--- src/rtl/chime_pkg.sv ---
package chime_pkg;

    typedef enum logic [1:0] {
        TONE_OFF  = 2'd0,
        TONE_LOW  = 2'd1,
        TONE_HIGH = 2'd2
    } tone_e;

    localparam int NUM_TONES = 2;
    localparam int IDX_LOW   = 0;
    localparam int IDX_HIGH  = 1;

    localparam int CHIME_MIN_TENS = 5;
    localparam int CHIME_MIN_ONES = 9;
    localparam int CHIME_SEC_TENS = 5;

endpackage

--- src/rtl/chime_time_decode.sv ---
module chime_time_decode
    import chime_pkg::*;
#(
    parameter int DIGIT_W = 4
) (
    input  logic               clk,
    input  logic               rst_n,
    input  logic               chime_en,
    input  logic [DIGIT_W-1:0] min_tens,
    input  logic [DIGIT_W-1:0] min_ones,
    input  logic [DIGIT_W-1:0] sec_tens,
    input  logic [DIGIT_W-1:0] sec_ones,
    output tone_e              sel_q,
    output logic [NUM_TONES-1:0] restart_o
);

    typedef struct packed {
        logic [DIGIT_W-1:0] mt;
        logic [DIGIT_W-1:0] mo;
        logic [DIGIT_W-1:0] st;
        logic [DIGIT_W-1:0] so;
        logic               en;
        tone_e              sel;
    } dec_state_t;

    dec_state_t st_d, st_q;
    logic       last_minute;
    logic       low_second;
    logic       high_second;

    always_comb begin
        st_d    = st_q;
        st_d.mt = min_tens;
        st_d.mo = min_ones;
        st_d.st = sec_tens;
        st_d.so = sec_ones;
        st_d.en = chime_en;

        last_minute = (st_q.mt == DIGIT_W'(CHIME_MIN_TENS)) &&
                      (st_q.mo == DIGIT_W'(CHIME_MIN_ONES));
        low_second  = (st_q.st == DIGIT_W'(CHIME_SEC_TENS)) &&
                      ((st_q.so == DIGIT_W'(1)) || (st_q.so == DIGIT_W'(3)) ||
                       (st_q.so == DIGIT_W'(5)) || (st_q.so == DIGIT_W'(7)));
        high_second = (st_q.st == DIGIT_W'(CHIME_SEC_TENS)) &&
                      (st_q.so == DIGIT_W'(9));

        if (!st_q.en || !last_minute) begin
            st_d.sel = TONE_OFF;
        end else if (low_second) begin
            st_d.sel = TONE_LOW;
        end else if (high_second) begin
            st_d.sel = TONE_HIGH;
        end else begin
            st_d.sel = TONE_OFF;
        end

        restart_o           = '0;
        restart_o[IDX_LOW]  = (st_d.sel == TONE_LOW)  && (st_q.sel != TONE_LOW);
        restart_o[IDX_HIGH] = (st_d.sel == TONE_HIGH) && (st_q.sel != TONE_HIGH);
    end

    always_ff @(posedge clk or negedge rst_n) begin
        if (!rst_n) begin
            st_q <= '{mt: '0, mo: '0, st: '0, so: '0, en: 1'b0, sel: TONE_OFF};
        end else begin
            st_q <= st_d;
        end
    end

    assign sel_q = st_q.sel;


    mute_gate_chk: assert property (@(posedge clk) disable iff (!rst_n)
        !st_q.en |=> (st_q.sel == TONE_OFF));


    off_second_chk: assert property (@(posedge clk) disable iff (!rst_n)
        (st_q.st != DIGIT_W'(CHIME_SEC_TENS)) |=> (st_q.sel == TONE_OFF));


    restart_onehot_chk: assert property (@(posedge clk) disable iff (!rst_n)
        $onehot0(restart_o));

endmodule

--- src/rtl/chime_tone_div.sv ---
module chime_tone_div #(
    parameter int HALF = 8
) (
    input  logic clk,
    input  logic rst_n,
    input  logic restart_i,
    output logic phase_o
);

    localparam int CW = (HALF > 1) ? $clog2(HALF) : 1;
    localparam logic [CW-1:0] LAST = CW'(HALF - 1);

    typedef struct packed {
        logic [CW-1:0] cnt;
        logic          phase;
    } div_state_t;

    div_state_t dv_d, dv_q;

    always_comb begin
        dv_d = dv_q;
        if (restart_i) begin
            dv_d.cnt   = '0;
            dv_d.phase = 1'b1;
        end else if (dv_q.cnt == LAST) begin
            dv_d.cnt   = '0;
            dv_d.phase = ~dv_q.phase;
        end else begin
            dv_d.cnt   = dv_q.cnt + 1'b1;
        end
    end

    always_ff @(posedge clk or negedge rst_n) begin
        if (!rst_n) begin
            dv_q <= '{cnt: '0, phase: 1'b0};
        end else begin
            dv_q <= dv_d;
        end
    end

    assign phase_o = dv_q.phase;


    restart_phase_chk: assert property (@(posedge clk) disable iff (!rst_n)
        restart_i |=> (dv_q.phase && (dv_q.cnt == '0)));


    half_hold_chk: assert property (@(posedge clk) disable iff (!rst_n)
        (!restart_i && (dv_q.cnt != LAST)) |=> $stable(dv_q.phase));


    cnt_range_chk: assert property (@(posedge clk) disable iff (!rst_n)
        dv_q.cnt <= LAST);

endmodule

--- src/rtl/chime_tone_gen.sv ---
module chime_tone_gen
    import chime_pkg::*;
#(
    parameter int SYS_CLK_HZ = 50_000_000,
    parameter int LOW_HZ     = 1024,
    parameter int HIGH_HZ    = 2048,
    parameter int DIGIT_W    = 4
) (
    input  logic               clk,
    input  logic               rst_n,
    input  logic               chime_en,
    input  logic [DIGIT_W-1:0] min_tens,
    input  logic [DIGIT_W-1:0] min_ones,
    input  logic [DIGIT_W-1:0] sec_tens,
    input  logic [DIGIT_W-1:0] sec_ones,
    output logic               speaker_o
);

    localparam int HALF_LOW_RAW  = SYS_CLK_HZ / (2 * LOW_HZ);
    localparam int HALF_HIGH_RAW = SYS_CLK_HZ / (2 * HIGH_HZ);
    localparam int HALF_LOW      = (HALF_LOW_RAW  < 1) ? 1 : HALF_LOW_RAW;
    localparam int HALF_HIGH     = (HALF_HIGH_RAW < 1) ? 1 : HALF_HIGH_RAW;

    tone_e                sel_q;
    logic [NUM_TONES-1:0] restart;
    logic [NUM_TONES-1:0] tone_phase;
    logic                 spk_d, spk_q;

    chime_time_decode #(
        .DIGIT_W (DIGIT_W)
    ) decode_i (
        .clk       (clk),
        .rst_n     (rst_n),
        .chime_en  (chime_en),
        .min_tens  (min_tens),
        .min_ones  (min_ones),
        .sec_tens  (sec_tens),
        .sec_ones  (sec_ones),
        .sel_q     (sel_q),
        .restart_o (restart)
    );

    for (genvar t = 0; t < NUM_TONES; t++) begin : g_tone
        localparam int HALF_T = (t == IDX_LOW) ? HALF_LOW : HALF_HIGH;
        chime_tone_div #(
            .HALF (HALF_T)
        ) div_i (
            .clk       (clk),
            .rst_n     (rst_n),
            .restart_i (restart[t]),
            .phase_o   (tone_phase[t])
        );
    end

    always_comb begin
        unique case (sel_q)
            TONE_LOW:  spk_d = tone_phase[IDX_LOW];
            TONE_HIGH: spk_d = tone_phase[IDX_HIGH];
            default:   spk_d = 1'b0;
        endcase
    end

    always_ff @(posedge clk or negedge rst_n) begin
        if (!rst_n) begin
            spk_q <= 1'b0;
        end else begin
            spk_q <= spk_d;
        end
    end

    assign speaker_o = spk_q;


    off_minute_chk: assert property (@(posedge clk) disable iff (!rst_n)
        $past((min_tens != DIGIT_W'(CHIME_MIN_TENS)) ||
              (min_ones != DIGIT_W'(CHIME_MIN_ONES)), 3) |-> !speaker_o);


    muted_out_chk: assert property (@(posedge clk) disable iff (!rst_n)
        $past(!chime_en, 3) |-> !speaker_o);


    tone_source_chk: assert property (@(posedge clk) disable iff (!rst_n)
        $rose(speaker_o) |-> ($past(sel_q) != TONE_OFF));

endmodule

--- config.mk ---
export PLATFORM = sky130hd
export DESIGN_NAME = chime_tone_gen
export DESIGN_NICKNAME = d
export VERILOG_FILES = /design/src/rtl/chime_pkg.sv /design/src/rtl/chime_time_decode.sv /design/src/rtl/chime_tone_div.sv /design/src/rtl/chime_tone_gen.sv
export SDC_FILE = /design/constraint.sdc
export NUM_CORES = 1
export LEC_CHECK = 0
export ABC_AREA = 1
export BUFFER_PORTS_ARGS = -buffer_cell sky130_fd_sc_hd__buf_4
export CAP_MARGIN = 20
export CELL_PAD_IN_SITES_DETAIL_PLACEMENT = 1
export CELL_PAD_IN_SITES_GLOBAL_PLACEMENT = 1
export CORE_ASPECT_RATIO = 1.75
export CORE_UTILIZATION = 49
export DETAILED_ROUTE_END_ITERATION = 12
export GPL_ROUTABILITY_DRIVEN = 0
export PLACE_DENSITY_LB_ADDON = 0.1
export SETUP_SLACK_MARGIN = 0.15
export SYNTH_ARGS = -nofsm -noshare
export SYNTH_HDL_FRONTEND = slang
export SYNTH_HIERARCHICAL = 1
export SYNTH_SLANG_ARGS = --single-unit
--- constraint.sdc ---
create_clock -name clk -period 3.1 [get_ports clk]
set_input_delay 0.31 -clock clk [delete_from_list [all_inputs] [get_ports clk]]
set_output_delay 0.31 -clock clk [all_outputs]
set_load 0.005 [all_outputs]
; After elaboration in Yosys (flattened, before gate mapping)
; Cells that the tools add are included.
[totals]
in_bits = 19
regBits = 51
out_inout_bits = 1
[op_classes]
bitwise = 2
n_addsub = 2
eq_ne = 16
muxes = 10
n_reduce_logical = 13
[op_table]
columns = op, n
row1 = $mux 15, 2
row2 = $eq 4x3->1 const B, 4
row3 = $mux 16, 1
row4 = $add 15x1->15 const B, 1
row5 = $eq 15x15->1 const B, 1
row6 = $add 14x1->14 const B, 1
row7 = $eq 14x14->1 const B, 1
row8 = $mux 14, 1
row9 = $eq 4x4->1 const B, 2
row10 = $mux 2, 3
row11 = $logic_and 1x1->1, 5
row12 = $eq 2x1->1 const B, 2
row13 = $eq 2x2->1 const B, 2
row14 = $eq 4x1->1 const B, 1
row15 = $eq 4x2->1 const B, 1
row16 = $logic_or 1x1->1, 4
row17 = $reduce_bool 2->1, 2
row18 = $logic_not 1->1, 2
row19 = $mux 1, 2
row20 = $ne 2x1->1 const B, 1
row21 = $ne 2x2->1 const B, 1
row22 = $not 1->1, 2
row23 = $pmux 1 s2, 1

; Logic depth before layout (Yosys ltp)
[depth]
ltp_word = 10
depth_mapped = 9

; Modules after synthesis
; The synthesis kept the hierarchy.
[modules_own_cells]
columns = module, n_inst, seq_area_each_um2, area_each_um2, cells_each
row1 = chime_tone_div (g_tone[0].div_i), 1, 400.4, 912.1, 110
row2 = chime_tone_div (g_tone[1].div_i), 1, 375.4, 898.4, 108
row3 = chime_time_decode, 1, 475.5, 633.1, 52
row4 = chime_tone_gen, 1, 25.0, 73.8, 8

; Worst setup path after synthesis
; Ideal clock, no wire load.
[synth_path]
kind = flip-flop to flip-flop
startpoint = register decode_i/st_q[8] (netlist bit)
endpoint = register g_tone[0].div_i/dv_q[7] (netlist bit)
path_stages_with_launch = 8
arrival_time_ns = 1.184
setup_ns = 0.119
slack_ns = 1.797
path_cell_list = dfrtp_1 > nor2_1 > nand4_1 > nor3_2 > inv_1 > nand2_4 > buf_6 > nor2_1
[synth_rtl]
columns = item, line_no
row1 = start: declaration, chime_time_decode.sv:26  ; dec_state_t st_d, st_q;
row2 = start signal: assignment, chime_time_decode.sv:64  ; st_q <= '{mt: '0, mo: '0, st: '0, so: '0, en: 1'b0, sel: TONE_OFF};
row3 = start signal: assignment, chime_time_decode.sv:66  ; st_q <= st_d;
row4 = end signal: assignment, chime_tone_div.sv:35  ; dv_q <= '{cnt: '0, phase: 1'b0};
row5 = end signal: assignment, chime_tone_div.sv:37  ; dv_q <= dv_d;
row6 = end: declaration, chime_tone_div.sv:18  ; div_state_t dv_d, dv_q;

==> results.md <==
* R2r setup slk at 1.50 ns
* Number of nets with antenna violations after routing at 0
* Async S/R FF share, synth at 100.0%
* Worst-Skew Late Latency at 0.31 ns
* Final Hold Viols at 0
* Top Layer Used: met4
* Seq/Total Area, Yosys at 50.70%
* Number of global-route vias before repair at 2056
* Mapped Nets at 303
* Port Buffers at 19
* Root Driver: clkbuf_8
* Area leader, netlist: dfrtp_1
* Slew @ Worst Pin at 0.6492 ns
* Crit path time final at 1.599 ns
* Worst slack, placed at 1.479 ns
* Die width at 56.18 um
* Core area at 4935 um2
* Synth warn at 6
* PD cells at 480.2 nW/um2
* Rows at 34
* RSZ-0062 raised after global routing: false
* Share of post-route cells with drive strength above 1 at 24.50%
* WP data arrival at 1.80 ns
* Total grt overflow at 0
* Ranking of synthesized cells by area: dfrtp_1 51%, nand2_1 7.8%, nor2_1 6.3%
* FMAX at 0.6254 GHz
* Worst Setup SP: decode_i/st_q[8]$_DFF_PN0_
* Nets at 326
* Initial antenna violation count at 0
* Vias after detailed routing at 1796
* #FFs+latches synth at 51
* Total CTS buffers at 5
* Unique masters post-synth at 27
* MaxCap Viol Count at 0
* Detail Route met2 WL at 3140 um
* First-pass GRT wire length at 9101 um
* Setup crit end: g_tone[1].div_i/dv_q[8]$_DFF_PN0_
* Total negative slack at 0 ns
* Antenna cell count at 0
* Fillcell total at 604
* Hold-fix buffers, CTS at 0
* Commonest cells in the netlist: 52 x nand2_1, 51 x dfrtp_1, 42 x nor2_1
* Period utilization at 51.58%
* Die Y at 96.82 um
* CTS tree: built
* Metal3 WL at 64 um
* Mapped Area at 2517 um2
* Post-CTS setup buffer count at 0
* Syn avg cell area at 9.055 um2
* Clock buffer depth at 2
* Largest net degree at the start of global routing at 52
* FF-to-FF End: g_tone[1].div_i/dv_q[8]$_DFF_PN0_
* Synthesis-to-finish area growth at 10.93%
* Most instantiated library cell after synthesis: nand2_1
* Worst-path maximum fanout at 10
* Max-slew violation count at 0
* Initial Util at 51.01%
* Setup violations, final at 0
* Req. time, crit path at 3.30 ns
* Drt first pass iters at 4
* Worst-path clk slew at 0.10 ns
* DP Cell Count at 348
* DIE AREA at 5439 um2
* DRC Markers at 0
* Reg2reg path depth at 8
* Kind of critical path: reg -> reg
* H-tree Lvls at 2
* Detailed router's first-iteration violation count at 39
* Final core occ at 56.59%
* Pleak at 1.341 nW
* Post-Synthesis Cells at 278
* Skew final at 0.01276 ns
* Overall routing resource usage at 21.84%
* Path category of the worst min-delay check: in -> async
* Pwr Total at 0.001341 W
* Post-synth EDFFs at 0
* Sink Count at 51
* Num ports at 20
* Hpwl dp at 3996 um
* Met1 WL at 1794 um
* Final wirelength at 5094 um
* Setup ws final at 1.501 ns
* CP Launch Type: flip-flop
* Routed vias/inst at 5.045
* Resize count post-CTS at 0
* WL per Instance at 14.31 um
* Share of the synthesized area in the top cell type at 50.70%
* Max-slew headroom at 56.72%
* Worst r2r src: decode_i/st_q[8]$_DFF_PN0_
* Finished Layout Cells at 356
* Crit end category: flip-flop
* Outcome: finished, final reports clean
* Worst VDD drop at 427.6 uV
* Top_reg_cell synth: dfrtp_1
[per-stage QoR]
step	hold slack, ns	cell area (um2)
after detailed placement	0.3824	2701
after CTS	0.04034	2793
after global routing	0.06166	2793
after global placement	0.3735	2701
final	0.01732	2793
after floorplan	0.01441	2517
[logic make-up after synthesis]
group	Yosys count	synth area share, %
compound gates	8	1.988
xor+xnor	10	3.479
fa+ha+maj	6	2.982
buf+inv	39	6.411
flops	51	50.70
simple gates	164	34.44
[area by class of cell]
class                      count  area (um2)  area share (%)
clock inverter                 3       22.52          0.8065
multi-input combinational    188        1080           38.67
clock buffer                   5       68.82           2.464
tap                           54       67.56           2.419
inverter                      36       135.1           4.839
timing repair buffer          19       142.6           5.108
sequential                    51        1276           45.70
[per-layer routing]
| layer | GRT usage, % | up-vias |
|---|---|---|
| met5 | 0 | - |
| met4 | 8.630 | 0 |
| met3 | 2.941 | 8 |
| met2 | 43.77 | 12 |
| met1 | 21.26 | 866 |
| li1 | - | 910 |
[cell usage in the layout, fill, tap and decap left out, drive strengths merged, types with 3 or more instances in the layout]
cell type,n
nand4,7
o21ai,3
a21oi,3
nand3,22
clkbuf,5
nor3,8
buf,19
nand2,64
ha,6
xnor2,3
xor2,7
inv,37
dfrtp,51
nor2,62
[report_power, final]
group	internal [W]	switching, W
sequential	0.000721	0.0000697
combinational	0.0000673	0.0000919
clock	0.000162	0.000229
[registers in the layout, indices dropped and copies added, names as in the netlist]
name	flops
speaker_o	1
g_tone.div_i/phase_o	2
g_tone.div_i/dv_q	29
decode_i/sel_q	2
decode_i/st_q	17
[worst min-delay path by stage]
stage          depth (start not counted)                            endpoint
5_1_grt                                1  g_tone[1].div_i/dv_q[13]$_DFF_PN0_
3_5_place_dp                           1  g_tone[1].div_i/dv_q[13]$_DFF_PN0_
3_3_place_gp                           1  g_tone[1].div_i/dv_q[13]$_DFF_PN0_
4_1_cts                                1  g_tone[1].div_i/dv_q[13]$_DFF_PN0_
6_report                               1  g_tone[1].div_i/dv_q[13]$_DFF_PN0_
2_1_floorplan                          0         decode_i/sel_q[0]$_DFF_PN0_
[critical path: stages, from the launching register on]
cell,delay [ns]
dfrtp_1,0.42
inv_1,0.06
nand2_1,0.04
nor2_1,0.08
nand2_1,0.09
nor3_2,0.32
inv_1,0.25
nand2_8,0.17
nor2_1,0.06
(Power assumes the default switching activity.)
